**src/rtl/dual_window_watchdog.sv**
```systemverilog
module dual_window_watchdog #(
  parameter int unsigned START_TICKS = 54000,
  parameter int unsigned NORMAL_TICKS = 1680,
  parameter int unsigned SYNC_STAGES = 2
) (
  input  logic clk,
  input  logic rst_n,
  input  logic in_reset,
  input  logic wd_disable,
  input  logic wd_line,
  output logic expire
);

  localparam int unsigned MAX_TICKS = (START_TICKS > NORMAL_TICKS) ? START_TICKS : NORMAL_TICKS;
  localparam int unsigned CW = $clog2(MAX_TICKS + 1);
  localparam logic [CW-1:0] START_LIM = CW'(START_TICKS - 1);
  localparam logic [CW-1:0] NORMAL_LIM = CW'(NORMAL_TICKS - 1);

  logic [SYNC_STAGES-1:0] sync_q;
  logic line_prev;
  logic normal_q;
  logic idle_q;
  logic [CW-1:0] cnt;

  wire line_s = sync_q[SYNC_STAGES-1];
  wire svc = line_s ^ line_prev;
  wire [CW-1:0] limit = normal_q ? NORMAL_LIM : START_LIM;
  wire at_limit = (cnt == limit);

  always_ff @(posedge clk or negedge rst_n) begin
    if (!rst_n) begin
      sync_q    <= '0;
      line_prev <= 1'b0;
    end else begin
      sync_q    <= {sync_q[SYNC_STAGES-2:0], wd_line};
      line_prev <= line_s;
    end
  end

  always_ff @(posedge clk or negedge rst_n) begin
    if (!rst_n) begin
      cnt      <= '0;
      normal_q <= 1'b0;
      idle_q   <= 1'b0;
      expire   <= 1'b0;
    end else begin
      expire <= 1'b0;
      if (wd_disable) begin
        cnt      <= '0;
        normal_q <= 1'b0;
        idle_q   <= idle_q & ~in_reset;
      end else if (in_reset) begin
        cnt      <= '0;
        normal_q <= 1'b0;
        idle_q   <= 1'b0;
      end else if (idle_q) begin
        cnt <= '0;
      end else if (svc) begin
        cnt      <= '0;
        normal_q <= 1'b1;
      end else if (at_limit) begin
        cnt      <= '0;
        normal_q <= 1'b0;
        idle_q   <= 1'b1;
        expire   <= 1'b1;
      end else begin
        cnt <= cnt + 1'b1;
      end
    end
  end

endmodule

```
**config.mk**
```make
export PLATFORM = sky130hd
export DESIGN_NAME = dual_window_watchdog
export DESIGN_NICKNAME = d
export VERILOG_FILES = /design/src/rtl/dual_window_watchdog.sv
export SDC_FILE = /design/constraint.sdc
export NUM_CORES = 1
export LEC_CHECK = 0
export BUFFER_PORTS_ARGS = -buffer_cell sky130_fd_sc_hd__buf_2
export CAP_MARGIN = 20
export CORE_MARGIN = 8
export CORE_UTILIZATION = 50
export DETAILED_ROUTE_END_ITERATION = 8
export GPL_TIMING_DRIVEN = 0
export PLACE_DENSITY = 0.67
export REMOVE_ABC_BUFFERS = 1
export SYNTH_ARGS = -nofsm -noshare
export SYNTH_HDL_FRONTEND = slang
export SYNTH_SLANG_ARGS = --single-unit
```
**constraint.sdc**
```tcl
create_clock -name clk -period 2.1 [get_ports clk]
set_input_delay 0.105 -clock clk [delete_from_list [all_inputs] [get_ports clk]]
set_output_delay 0.105 -clock clk [all_outputs]
set_load 0.01 [all_outputs]
```
==> out/summary.txt <==
Initial antenna violation count: 0
Clock tree from TritonCTS: yes
Critical path cell sequence: or3b_1 -> a21o_2 -> o31ai_4 -> nor2_1
Share of synthesized flip-flops with an asynchronous set or reset: 1.000
Number of flip-flops and latches in the synthesized netlist: 22
Most used flip-flop cell after synthesis: sky130_fd_sc_hd__dfrtp_1
Maximum frequency from static timing analysis: 0.5282 GHz
Number of remaining DRC errors: 0
Clock sink total: 22
Final nets: 119
Number of enable flip-flop cells after synthesis: 0
Sum of negative setup slack: 0 ns
Ratio of routed vias to standard cells: 5.576
Synth warn: 0
Final worst path period need: 1.893 ns
Clock power frac: 0.409
Static leakage: 0.4621 nW
Final GP Congestion: 0.8219
Global-route wire length before repair: 3360 µm
Antenna cell count: 0
Final cycle utilization of the critical path: 0.9015
P per Cell Area: 662.1 nW/µm²
Largest area contributor in the synthesized netlist: sky130_fd_sc_hd__dfrtp_1
Total GRT Usage: 0.1192
DP Wirelength: 1303 µm
Sequential power share: 0.549
CTS root buf: sky130_fd_sc_hd__clkbuf_4
First-pass DRT Iterations: 4
Number of fill cells in the layout: 172
Internal cell power: 636.3 µW
Placement row count: 16
Synthesized area: 1061 µm²
Sequential share of the synthesized area: 0.5189
PortBufs: 5
Worst-path clk slew: 0.13 ns
Worst EP required: 2.27 ns
Synthesis-to-finish area growth: 12.38%
WL/cell: 13.50 µm
Total congestion overflow after global routing: 0
Total number of H-tree levels: 1
Switching Fraction: 0.1941
Maximum number of pins on one net before global-route repair: 23
Die Y: 62.07 µm
Layout cells sized above 1: 0.1429
Final hold viol count: 0
Core outline area: 1982 µm²
Effective utilization at floorplan: 0.5354
Floorplan die area: 3852 µm²
Highest ir drop seen on vdd: 0.5763 mV
Total via count after detailed routing: 775
Final Max Slew Viols: 0
HP Class: primary input to flip-flop
Vias in the first global route: 784
Width of the chip: 62.07 µm
Maximum fanout along the worst path: 15
Count of distinct cell types in the synthesized netlist: 30
Setup repair after global routing missed its margin: no
Worst path bufs/invs: 0
Crit Path Class: flip-flop to flip-flop
Critical path startpoint category: flip-flop
Largest incremental delay on the critical path: 0.52 ns
Area contributors post-synth: sky130_fd_sc_hd__dfrtp_1, sky130_fd_sc_hd__xnor2_1, sky130_fd_sc_hd__nor2_1, sky130_fd_sc_hd__xor2_1, sky130_fd_sc_hd__nand3_1
Most frequent cells after synthesis: sky130_fd_sc_hd__dfrtp_1, sky130_fd_sc_hd__nor2_1, sky130_fd_sc_hd__xnor2_1
Top-area cell type share of the netlist area: 0.5189
Synthesized area per cell: 10.40 µm²
CTS Buf Count: 3
Slew @ Worst Pin: 0.6230 ns
Endpoint kind of the worst setup timing path: flip-flop
Slew margin rel.: 0.5847
Routed Wire Length: 1876 µm
Post-detailed-route count of antenna-violating nets: 0
Number of design-rule violations left by the first detailed-router iteration: 32
Number of primary I/O pins: 6
Worst EP arrival: 2.06 ns
Family of cells with the greatest summed delay on the critical path: compound AO/OA/AOI/OAI gates
Max-cap check violation count: 0
Maximum number of buffers from clock root to sink: 2
Result of the run: complete, no violations
Comb power frac: 0.043
Instance count of the mapped netlist: 102
Cell type of the slowest stage on the worst timing path: sky130_fd_sc_hd__o31ai_4
Worst clock skew: 0.01749 ns
Area of placed instances: 1110 µm²
Total net switching power: 153.2 µW
Count of endpoints failing setup in the final report: 0
Layout Cell Area excl Fill: 1192 µm²
Cell with the most instances after synthesis: sky130_fd_sc_hd__dfrtp_1
Clock insertion delay at the later pin of the skew report: 0.32 ns
==> logic make-up (layout without fill, tap and decap cells) <==
| group | count (synthesis) | count (layout) | synth area share |
|---|---|---|---|
| AO/OA/AOI/OAI | 9 | 9 | 0.06722 |
| XOR/XNOR | 13 | 13 | 0.1073 |
| adder cells (fa/ha/maj) | 1 | 1 | 0.01179 |
| buffers and inverters | 5 | 15 | 0.02004 |
| flip-flops | 22 | 22 | 0.5189 |
| multiplexers | 1 | 1 | 0.009434 |
| AND/OR/NAND/NOR | 51 | 51 | 0.2653 |
==> sequential cells by signal, indices dropped and copies added, names as in the netlist <==
signal / count
sync_q: 2
cnt: 16
normal_q: 1
idle_q: 1
expire: 1
line_prev: 1
==> power groups by stage <==
stage               clock (mW)  combinational (mW)  sequential [mW]
global route             0.348              0.0391            0.434
CTS                      0.332              0.0349            0.433
global placement             0              0.0296            0.441
detailed placement           0              0.0306            0.441
finish                   0.323              0.0339            0.433
floorplan                    0              0.0154            0.440
==> layer usage <==
layer,routed length (µm),global-route usage,vias to the layer above
met5,0,0,-
met3,71,0.03909,4
met1,843,0.1375,381
li1,-,-,380
met2,933,0.2021,10
met4,27,0.03896,0
==> metrics by stage <==
stage	std cells	total power, mW	hold WS [ns]	util	worst slack [ns]
6_report	139	0.7894	0.06486	0.6016	0.2069
5_1_grt	139	0.8211	0.07064	0.6016	0.04634
4_1_cts	139	0.7999	0.05493	0.6016	0.1636
3_5_place_dp	132	0.4717	0.09285	0.5600	0.2012
3_3_place_gp	132	0.4705	0.08477	0.5600	0.2682
2_1_floorplan	100	0.4553	-0.1906	-	0.4032
==> what timing repair did <==
action,in CTS,in global routing
gates resized for setup,0,0
buffers inserted,0,0
setup endpoints to repair,0,0
hold endpoints to repair,24,0
hold buffers,3,0
==> worst reg2reg max path: cells and delay by family, from the launching register on <==
| family | cells | cell delay, ns |
|---|---|---|
| simple gates | 2 | 0.53 |
| compound gates | 2 | 0.76 |
| flops | 1 | 0.47 |
==> placed cells by master (no fill, tap or decap) <==
master,count
sky130_fd_sc_hd__or3_1,3
sky130_fd_sc_hd__nand4_2,1
sky130_fd_sc_hd__and3_1,1
sky130_fd_sc_hd__and4_1,1
sky130_fd_sc_hd__or3b_1,1
sky130_fd_sc_hd__xnor2_1,9
sky130_fd_sc_hd__o21ba_2,1
sky130_fd_sc_hd__xor2_1,4
sky130_fd_sc_hd__dfrtp_1,22
sky130_fd_sc_hd__dlygate4sd3_1,3
sky130_fd_sc_hd__a21oi_1,2
sky130_fd_sc_hd__or4_4,1
sky130_fd_sc_hd__o22ai_1,1
sky130_fd_sc_hd__nand3_1,5
sky130_fd_sc_hd__nor3_1,4
sky130_fd_sc_hd__nand2_1,5
sky130_fd_sc_hd__nand3b_1,1
sky130_fd_sc_hd__and3_2,1
sky130_fd_sc_hd__ha_1,1
sky130_fd_sc_hd__a21o_2,1
sky130_fd_sc_hd__nor2_1,16
sky130_fd_sc_hd__nand4_1,4
sky130_fd_sc_hd__o21ai_0,3
sky130_fd_sc_hd__nor4bb_1,2
sky130_fd_sc_hd__inv_1,3
sky130_fd_sc_hd__clkbuf_4,3
sky130_fd_sc_hd__mux2i_1,1
sky130_fd_sc_hd__o31ai_4,1
sky130_fd_sc_hd__nor4_1,4
sky130_fd_sc_hd__bufinv_16,1
sky130_fd_sc_hd__buf_2,5
sky130_fd_sc_hd__nand2_2,1
==> area by class of cell <==
type                       count  area, µm²  area share
multi-input combinational     75      489.2      0.4103
clock inverter                 1      30.03     0.02518
inverter                       3      11.26    0.009444
tap                           27      33.78     0.02833
sequential                    22      550.5      0.4617
timing repair buffer           8      55.05     0.04617
clock buffer                   3      22.52     0.01889
==> final timing paths <==
| kind | startpoint | endpoint | slack, ns | cells after the start |
|---|---|---|---|---|
| max in group asynchronous | rst_n | sync_q[1] | 1.48 | 2 |
| min | wd_disable | expire | 0.06 | 4 |
| min in group asynchronous | rst_n | expire | 0.26 | 2 |
| max reg2reg | cnt[6] | cnt[4] | 0.21 | 4 |
| max | cnt[6] | cnt[4] | 0.21 | 4 |
| min reg2reg | sync_q[0] | sync_q[1] | 0.36 | 0 |
Power figures use the tool's default switching activity.
